File: src/rtl/lsu_pkg.sv
package lsu_pkg;

   localparam int LSU_XLEN = 32;

   typedef enum logic [1:0] {
      SZ_BYTE = 2'd0,
      SZ_HALF = 2'd1,
      SZ_WORD = 2'd2,
      SZ_RSVD = 2'd3
   } lsu_size_e;

   typedef enum logic [1:0] {
      AM_REGREG = 2'd0,
      AM_IMMSH  = 2'd1,
      AM_PCREL  = 2'd2,
      AM_SPREL  = 2'd3
   } lsu_mode_e;

endpackage

File: src/rtl/lsu_agen.sv
module lsu_agen
   import lsu_pkg::*;
#(
   parameter int AW          = 32,
   parameter int IMM_SHORT_W = 5,
   parameter int IMM_LONG_W  = 8,
   parameter int PC_ADVANCE  = 4,
   parameter bit SHARED_ADDER = 1'b1
) (
   input  lsu_mode_e             mode,
   input  lsu_size_e             size,
   input  logic [AW-1:0]         base,
   input  logic [AW-1:0]         offset,
   input  logic [AW-1:0]         pc,
   input  logic [AW-1:0]         sp,
   input  logic [IMM_LONG_W-1:0] imm,
   output logic [AW-1:0]         addr
);

   localparam int WORD_SHIFT = 2;

   if (IMM_SHORT_W > IMM_LONG_W) begin : g_bad_imm
      $error("lsu_agen: short immediate wider than long immediate");
   end

   logic [AW-1:0] short_ofs;
   logic [AW-1:0] long_ofs;
   logic [AW-1:0] pc_base;

   always_comb begin
      short_ofs = AW'(imm[IMM_SHORT_W-1:0]) << size;
      long_ofs  = AW'(imm) << WORD_SHIFT;
      pc_base   = (pc + AW'(PC_ADVANCE)) & ~AW'(3);
   end

   if (SHARED_ADDER) begin : g_shared
      logic [AW-1:0] op_a;
      logic [AW-1:0] op_b;
      always_comb begin
         unique case (mode)
            AM_REGREG: begin op_a = base;    op_b = offset;    end
            AM_IMMSH:  begin op_a = base;    op_b = short_ofs; end
            AM_PCREL:  begin op_a = pc_base; op_b = long_ofs;  end
            AM_SPREL:  begin op_a = sp;      op_b = long_ofs;  end
            default:   begin op_a = base;    op_b = offset;    end
         endcase
      end
      assign addr = op_a + op_b;
   end else begin : g_parallel
      logic [AW-1:0] sum_rr;
      logic [AW-1:0] sum_imm;
      logic [AW-1:0] sum_pc;
      logic [AW-1:0] sum_sp;
      assign sum_rr  = base + offset;
      assign sum_imm = base + short_ofs;
      assign sum_pc  = pc_base + long_ofs;
      assign sum_sp  = sp + long_ofs;
      always_comb begin
         unique case (mode)
            AM_REGREG: addr = sum_rr;
            AM_IMMSH:  addr = sum_imm;
            AM_PCREL:  addr = sum_pc;
            AM_SPREL:  addr = sum_sp;
            default:   addr = sum_rr;
         endcase
      end
   end

endmodule

File: src/rtl/lsu_align_chk.sv
module lsu_align_chk
   import lsu_pkg::*;
#(
   parameter int OFS_W = 2
) (
   input  lsu_mode_e        mode,
   input  lsu_size_e        size,
   input  logic             write,
   input  logic [OFS_W-1:0] addr_lo,
   output logic             bad
);

   if (OFS_W < 2) begin : g_bad_ofs
      $error("lsu_align_chk: lane offset must cover a word");
   end

   logic illegal_combo;
   logic misaligned;

   always_comb begin
      illegal_combo = (size == SZ_RSVD)
                    | ((mode == AM_PCREL) & (write | (size != SZ_WORD)))
                    | ((mode == AM_SPREL) & (size != SZ_WORD));
      unique case (size)
         SZ_WORD: misaligned = (addr_lo[1:0] != 2'b00);
         SZ_HALF: misaligned = addr_lo[0];
         default: misaligned = 1'b0;
      endcase
      bad = illegal_combo | misaligned;
   end

endmodule

File: src/rtl/lsu_store_lane.sv
module lsu_store_lane
   import lsu_pkg::*;
#(
   parameter int DW = 32
) (
   input  lsu_size_e                   size,
   input  logic [$clog2(DW/8)-1:0]     addr_lo,
   input  logic [DW-1:0]               din,
   output logic [DW-1:0]               dout,
   output logic [DW/8-1:0]             strb
);

   localparam int NB = DW / 8;
   localparam int OW = $clog2(NB);

   if (NB < 4) begin : g_bad_dw
      $error("lsu_store_lane: bus must hold a word");
   end

   for (genvar i = 0; i < NB; i++) begin : g_lane
      logic       lane_en;
      logic [7:0] lane_byte;
      always_comb begin
         unique case (size)
            SZ_BYTE: begin
               lane_en   = (addr_lo == OW'(i));
               lane_byte = din[7:0];
            end
            SZ_HALF: begin
               lane_en   = (addr_lo[OW-1:1] == (OW-1)'(i / 2));
               lane_byte = din[8*(i%2) +: 8];
            end
            default: begin
               lane_en   = 1'b1;
               lane_byte = din[8*i +: 8];
            end
         endcase
      end
      assign strb[i]          = lane_en;
      assign dout[8*i +: 8]   = lane_byte;
   end

endmodule

File: src/rtl/lsu_load_ext.sv
module lsu_load_ext
   import lsu_pkg::*;
#(
   parameter int DW = 32
) (
   input  lsu_size_e               size,
   input  logic                    sext,
   input  logic [$clog2(DW/8)-1:0] addr_lo,
   input  logic [DW-1:0]           rdata,
   output logic [DW-1:0]           dout
);

   localparam int OW = $clog2(DW / 8);
   localparam int SW = OW + 3;

   logic [SW-1:0] byte_sh;
   logic [SW-1:0] half_sh;
   logic [DW-1:0] byte_al;
   logic [DW-1:0] half_al;

   always_comb begin
      byte_sh = {addr_lo, 3'b000};
      half_sh = {addr_lo[OW-1:1], 1'b0, 3'b000};
      byte_al = rdata >> byte_sh;
      half_al = rdata >> half_sh;
      unique case (size)
         SZ_BYTE: dout = {{(DW-8){sext & byte_al[7]}}, byte_al[7:0]};
         SZ_HALF: dout = {{(DW-16){sext & half_al[15]}}, half_al[15:0]};
         default: dout = rdata;
      endcase
   end

endmodule

File: src/rtl/lsu_unit.sv
module lsu_unit
   import lsu_pkg::*;
#(
   parameter int DATA_W       = 32,
   parameter int REG_IDX_W    = 3,
   parameter int IMM_SHORT_W  = 5,
   parameter int IMM_LONG_W   = 8,
   parameter int PC_ADVANCE   = 4,
   parameter bit SHARED_ADDER = 1'b1
) (
   input  logic                  clk,
   input  logic                  rst_n,
   input  logic                  req_valid,
   output logic                  req_ready,
   input  logic                  req_store,
   input  logic                  req_signed,
   input  logic [1:0]            req_size,
   input  logic [1:0]            req_mode,
   input  logic [REG_IDX_W-1:0]  req_rd,
   input  logic [DATA_W-1:0]     req_base,
   input  logic [DATA_W-1:0]     req_offset,
   input  logic [IMM_LONG_W-1:0] req_imm,
   input  logic [DATA_W-1:0]     req_pc,
   input  logic [DATA_W-1:0]     req_sp,
   input  logic [DATA_W-1:0]     req_wdata,
   output logic                  mem_valid,
   input  logic                  mem_ready,
   output logic                  mem_write,
   output logic [DATA_W-1:0]     mem_addr,
   output logic [DATA_W-1:0]     mem_wdata,
   output logic [DATA_W/8-1:0]   mem_strb,
   input  logic [DATA_W-1:0]     mem_rdata,
   output logic                  wb_en,
   output logic [REG_IDX_W-1:0]  wb_rd,
   output logic [DATA_W-1:0]     wb_data,
   output logic                  fault
);

   localparam int NB = DATA_W / 8;
   localparam int OW = $clog2(NB);

   if (DATA_W != LSU_XLEN) begin : g_bad_width
      $error("lsu_unit: data width must match the core word");
   end
   if (REG_IDX_W < 1) begin : g_bad_idx
      $error("lsu_unit: register index must be at least one bit");
   end

   typedef enum logic {ST_IDLE, ST_WAIT} lsu_state_e;

   lsu_size_e size_in;
   lsu_mode_e mode_in;
   assign size_in = lsu_size_e'(req_size);
   assign mode_in = lsu_mode_e'(req_mode);

   logic [DATA_W-1:0] eff_addr;
   logic              req_bad;
   logic [DATA_W-1:0] st_bus;
   logic [NB-1:0]     st_strb;
   logic [DATA_W-1:0] ld_value;

   lsu_state_e           st_q;
   logic [DATA_W-1:0]    addr_q;
   logic                 write_q;
   logic [DATA_W-1:0]    wdata_q;
   logic [NB-1:0]        strb_q;
   lsu_size_e            size_q;
   logic                 sext_q;
   logic [REG_IDX_W-1:0] rd_q;
   logic                 wb_en_q;
   logic [REG_IDX_W-1:0] wb_rd_q;
   logic [DATA_W-1:0]    wb_data_q;
   logic                 fault_q;

   lsu_agen #(
      .AW           (DATA_W),
      .IMM_SHORT_W  (IMM_SHORT_W),
      .IMM_LONG_W   (IMM_LONG_W),
      .PC_ADVANCE   (PC_ADVANCE),
      .SHARED_ADDER (SHARED_ADDER)
   ) u_agen (
      .mode   (mode_in),
      .size   (size_in),
      .base   (req_base),
      .offset (req_offset),
      .pc     (req_pc),
      .sp     (req_sp),
      .imm    (req_imm),
      .addr   (eff_addr)
   );

   lsu_align_chk #(
      .OFS_W (OW)
   ) u_align (
      .mode    (mode_in),
      .size    (size_in),
      .write   (req_store),
      .addr_lo (eff_addr[OW-1:0]),
      .bad     (req_bad)
   );

   lsu_store_lane #(
      .DW (DATA_W)
   ) u_stlane (
      .size    (size_in),
      .addr_lo (eff_addr[OW-1:0]),
      .din     (req_wdata),
      .dout    (st_bus),
      .strb    (st_strb)
   );

   lsu_load_ext #(
      .DW (DATA_W)
   ) u_ldext (
      .size    (size_q),
      .sext    (sext_q),
      .addr_lo (addr_q[OW-1:0]),
      .rdata   (mem_rdata),
      .dout    (ld_value)
   );

   always_ff @(posedge clk or negedge rst_n) begin
      if (!rst_n) begin
         st_q      <= ST_IDLE;
         addr_q    <= '0;
         write_q   <= 1'b0;
         wdata_q   <= '0;
         strb_q    <= '0;
         size_q    <= SZ_WORD;
         sext_q    <= 1'b0;
         rd_q      <= '0;
         wb_en_q   <= 1'b0;
         wb_rd_q   <= '0;
         wb_data_q <= '0;
         fault_q   <= 1'b0;
      end else begin
         wb_en_q <= 1'b0;
         fault_q <= 1'b0;
         unique case (st_q)
            ST_IDLE: begin
               if (req_valid) begin
                  if (req_bad) begin
                     fault_q <= 1'b1;
                  end else begin
                     st_q    <= ST_WAIT;
                     addr_q  <= eff_addr;
                     write_q <= req_store;
                     wdata_q <= req_store ? st_bus : '0;
                     strb_q  <= req_store ? st_strb : '0;
                     size_q  <= size_in;
                     sext_q  <= req_signed;
                     rd_q    <= req_rd;
                  end
               end
            end
            ST_WAIT: begin
               if (mem_ready) begin
                  st_q <= ST_IDLE;
                  if (!write_q) begin
                     wb_en_q   <= 1'b1;
                     wb_rd_q   <= rd_q;
                     wb_data_q <= ld_value;
                  end
               end
            end
            default: st_q <= ST_IDLE;
         endcase
      end
   end

   assign req_ready = (st_q == ST_IDLE);
   assign mem_valid = (st_q == ST_WAIT);
   assign mem_write = write_q;
   assign mem_addr  = addr_q;
   assign mem_wdata = wdata_q;
   assign mem_strb  = strb_q;
   assign wb_en     = wb_en_q;
   assign wb_rd     = wb_rd_q;
   assign wb_data   = wb_data_q;
   assign fault     = fault_q;

   a_r8_hold_while_waiting: assert property (@(posedge clk) disable iff (!rst_n)
      (mem_valid && !mem_ready) |=> (mem_valid && $stable(mem_addr) && $stable(mem_wdata)
                                     && $stable(mem_strb) && $stable(mem_write)))
      else $error("R8: memory request changed before ready");

   a_r8_ready_excludes_pending: assert property (@(posedge clk) disable iff (!rst_n)
      req_ready |-> !mem_valid)
      else $error("R8: request accepted while a transaction pends");

   a_r9_wb_follows_read: assert property (@(posedge clk) disable iff (!rst_n)
      wb_en |-> $past(mem_valid && mem_ready && !mem_write))
      else $error("R9: write-back without a completed read");

   a_r9_wb_single_cycle: assert property (@(posedge clk) disable iff (!rst_n)
      wb_en |=> !wb_en)
      else $error("R9: write-back lasted more than one cycle");

   a_r9_store_no_wb: assert property (@(posedge clk) disable iff (!rst_n)
      (mem_valid && mem_ready && mem_write) |=> !wb_en)
      else $error("R9: store produced a write-back");

   a_r7_fault_silent: assert property (@(posedge clk) disable iff (!rst_n)
      fault |-> (!mem_valid && !wb_en))
      else $error("R7: fault together with a transaction");

   a_r7_fault_pulse: assert property (@(posedge clk) disable iff (!rst_n)
      fault |=> !mem_valid)
      else $error("R7: faulting request reached memory");

   a_r10_read_no_strobe: assert property (@(posedge clk) disable iff (!rst_n)
      (mem_valid && !mem_write) |-> (mem_strb == '0))
      else $error("R10: strobes on a read");

   a_r1_strobe_shape: assert property (@(posedge clk) disable iff (!rst_n)
      (mem_valid && mem_write) |-> (($countones(mem_strb) == 1) || ($countones(mem_strb) == 2)
                                    || ($countones(mem_strb) == 4)))
      else $error("R1: store strobe pattern malformed");

endmodule

File: config.mk
export PLATFORM = sky130hd
export DESIGN_NAME = lsu_unit
export DESIGN_NICKNAME = d
export VERILOG_FILES = /design/src/rtl/lsu_pkg.sv /design/src/rtl/lsu_agen.sv /design/src/rtl/lsu_align_chk.sv /design/src/rtl/lsu_store_lane.sv /design/src/rtl/lsu_load_ext.sv /design/src/rtl/lsu_unit.sv
export SDC_FILE = /design/constraint.sdc
export NUM_CORES = 1
export LEC_CHECK = 0
export ABC_AREA = 1
export BUFFER_PORTS_ARGS = -buffer_cell sky130_fd_sc_hd__buf_2
export CAP_MARGIN = 5
export CELL_PAD_IN_SITES_DETAIL_PLACEMENT = 0
export CELL_PAD_IN_SITES_GLOBAL_PLACEMENT = 1
export CORE_ASPECT_RATIO = 1.5
export CORE_MARGIN = 2
export CORE_UTILIZATION = 35
export CTS_BUF_LIST = sky130_fd_sc_hd__clkbuf_16
export CTS_CLUSTER_DIAMETER = 50
export DETAILED_ROUTE_END_ITERATION = 10
export HOLD_SLACK_MARGIN = 0.06
export PLACE_DENSITY_LB_ADDON = 0.25
export SYNTH_ARGS = -nofsm -noshare
export SYNTH_HDL_FRONTEND = slang
export SYNTH_SLANG_ARGS = --single-unit
File: constraint.sdc
create_clock -name clk -period 2.68 [get_ports clk]
set_input_delay 0.536 -clock clk [delete_from_list [all_inputs] [get_ports clk]]
set_output_delay 0.536 -clock clk [all_outputs]
set_load 0.05 [all_outputs]
==> out/qor.yml <==
critical_path:
  crit_end: "mem_addr[31]"
  regToRegSetupSlack_ns: 0.78
  worstPathArrival_ns: 3.04
  critPathTopFamily: "simple AND/OR/NAND/NOR gates"
  regToRegEndpoint: "wb_data[26]"
  path_max_fanout: 4
  crit_start: "req_pc[3]"
  crit_type: "in -> reg"
  cp.depth: 22
  path_cells: "buf_4 > buf_6 > nand2_4 > nor2_1 > buf_4 > inv_1 > nor2_1 > buf_4 > xnor2_1 > a21oi_2 > ha_4 > nand2_2 > nor2_4 > inv_1 > nor2_1 > nand2_1 > nand2_2 > nand2_1 > nand3_1 > nand3_1 > nand3_1 > nand2_1"
  crit_buf_inv: 6
  end_kind: "register"
  reg2reg_depth: 10
  startpoint_type: "input pin"
  max_stage_delay_ns: 0.32
  r2r_start: "size_q[1]"
  cp_data_required_time_ns: 2.99
  cpMaxStageDelayCell: "ha_4"
global_routing:
  grt_pass1_wl_mm: 51.8
  antenna_found_initial: 1
  grt_pass1_vias: 10500
  overflow: 0
  grt_max_degree: 54
  track_usage: 0.251
yosys:
  synth_area_sq_um: 8550
  syn_nets: 1507
  yosysWarningCount: 0
  synth_ff_type: "dfrtp_1"
  synth_edf_count: 0
  ys_seq_elements: 113
  async_flop_share: 1.00
  syn-mean-instance-area_sq_um: 6.84
  synth_cell_type_count: 44
  synthCells: 1250
  yosysSeqAreaShare: 0.331
clocking:
  clk-insertion-delay-late_ns: 0.41
  clk_pin_slew_ns: 0.06
  cts.sinks: 113
  root_buffer: "clkbuf_16"
  cts_buffers: 17
  cts_tree: "built"
  clockBufferDepth: 2
  htreeDepth: 4
layout:
  nFillCells: 2318
  nNetsFinal: 2038
  final_area_sq_um: 14500
  seq_area_sq_um: 2830
  drive_gt1_frac: 0.473
  areaGrowthSynthToFinish_pct: 69.7
  final_cells: 2119
  multiInputGateArea_sq_um: 6350
  fin_util: 0.600
drt:
  wl_mm: 34.0
  viasPerCell: 4.95
  drc: 0
  firstDrtPassIters: 5
  ant_nets: 0
  num_vias: 10500
  avgRoutedWirePerCell_um: 16.0
  drt_iter0_drc: 408
sta:
  finClkSkew_ns: 0.00403
  finalMaxSlewViolations: 0
  fin_ws_ns: -0.0565
  max_freq_mhz: 365
  tightest_slew_ns: 0.721
  hold_violations: 0
  fin_crit_ns: 2.74
  fin_crit_sh: 1.02
  setup_viol: 1
  relSlewSlack: 0.519
  rsz0062_at_grt: "true"
place:
  io_buffers: 318
  place_ws_ns: -0.723
  dpl.hpwl_mm: 26.4
  dpl-instance-area_sq_um: 12100
  place.gp.congestion: 0.916
  dpl.cell_count: 2052
floorplanning:
  core_sq_um: 24200
  die_y_um: 195
  ios: 321
  fp.dieW_um: 132
  die_area_sq_um: 25700
  start_util: 0.354
  num_rows: 70
status:
  status: "finished, violations left"
  violations: "negative setup slack"
power:
  p_leak_nw: 7.45
  power_density_nw_per_um2: 747
  ir_drop_mv: 0.509
flow_run:
  drv_cap: 0
worst_hold_path:
  hold_path.class: "in -> reg"
==> placed cells by master (no fill, tap or decap), types with 43 or more instances in the layout <==
master   count
dfrtp_1    112
a21oi_1     74
nand3_1     50
inv_1      103
nand2_2     53
buf_2      300
nor2_1      74
nand2_1    297
buf_4      210
o21ai_0     43
==> synth_stat cells (6+ instances only) <==
master,count,share of area
nor2_1,116,0.051
or2_2,9,0.0066
buf_2,10,0.0059
inv_1,120,0.053
xnor2_1,23,0.024
clkbuf_1,33,0.014
nand4_1,6,0.0044
a221oi_1,18,0.018
o21ai_0,72,0.042
xor2_1,13,0.013
o21ai_1,19,0.011
ha_1,43,0.063
nand3b_1,8,0.0070
nand3_1,61,0.036
o22ai_1,26,0.019
o221ai_1,8,0.0082
a21oi_1,112,0.066
o21bai_1,8,0.0070
nand2_1,367,0.16
a22o_1,6,0.0061
nor3_1,14,0.0082
dfrtp_1,112,0.33
mux2i_1,8,0.0094
==> worst min-delay path by stage <==
stage,start,to,slack (ns),depth (start not counted)
floorplan,rst_n,fault,0.24,0
global placement,mem_addr[13],mem_addr[13],0.45,2
detailed placement,mem_wdata[1],mem_wdata[1],0.45,2
CTS,mem_ready,mem_valid,0.28,2
global route,mem_ready,mem_valid,0.29,2
finish,mem_ready,mem_valid,0.30,2
==> state kept, by name, summed over array words and instances (netlist names) <==
name / count
wb_en: 1
mem_strb: 4
size_q: 2
mem_wdata: 32
sext_q: 1
rd_q: 3
fault: 1
mem_addr: 32
wb_rd: 3
mem_write: 1
mem_valid: 1
wb_data: 32
==> layout make-up <==
cell class	count	area share
antenna	1	0.000172
clock buffer	17	0.0293
clock inverter	15	0.0149
inverter	125	0.0341
multi-input combinational	964	0.437
sequential	113	0.195
tap	324	0.0279
timing repair buffer	560	0.261
==> where the power goes <==
part,internal (mW),switching [mW]
Combinational,1.74,4.00
Clock,1.64,0.819
Sequential,2.31,0.326
Total,5.69,5.15
==> stage by stage <==
| stage | TNS [ns] | total power [mW] | hold WS (ns) |
|---|---|---|---|
| after global routing | -1.15 | 11.4 | 0.293 |
| after global placement | -44.11 | 7.88 | 0.452 |
| after CTS | -0.0619 | 10.5 | 0.279 |
| after floorplan | -18.34 | 6.17 | 0.240 |
| final | -0.0565 | 10.8 | 0.304 |
| after detailed placement | -46.57 | 7.92 | 0.454 |
==> routing by layer <==
layer / global-route usage / vias up / routed length (um)
met1: 0.273 / 4835 / 12800
met4: 0.120 / 0 / 1400
met5: 0 / - / 0
li1: - / 5228 / -
met2: 0.475 / 353 / 18300
met3: 0.0348 / 68 / 1460
==> repair_timing <==
action | in CTS | in global routing
endpoints found under the hold margin | 23 | 0
resized for setup | 110 | 267
setup endpoints to repair | 76 | 76
setup buffers | 10 | 18
hold buffers | 1 | 0
pin swaps | 33 | 128
cloned | 0 | 6
==> logic make-up (layout without fill, tap and decap cells) <==
kind of cell | after synthesis | in the layout | synth area share
AOI/OAI and AO/OA | 287 | 287 | 0.196
xor gates and xnor gates | 36 | 36 | 0.0369
adders and majority gates | 44 | 44 | 0.0653
buffers and inverters | 173 | 717 | 0.0811
DFF | 113 | 113 | 0.331
muxes | 8 | 8 | 0.00936
other | 0 | 1 | 0
and+or+nand+nor | 589 | 589 | 0.281
Power figures use the tool's default switching activity.
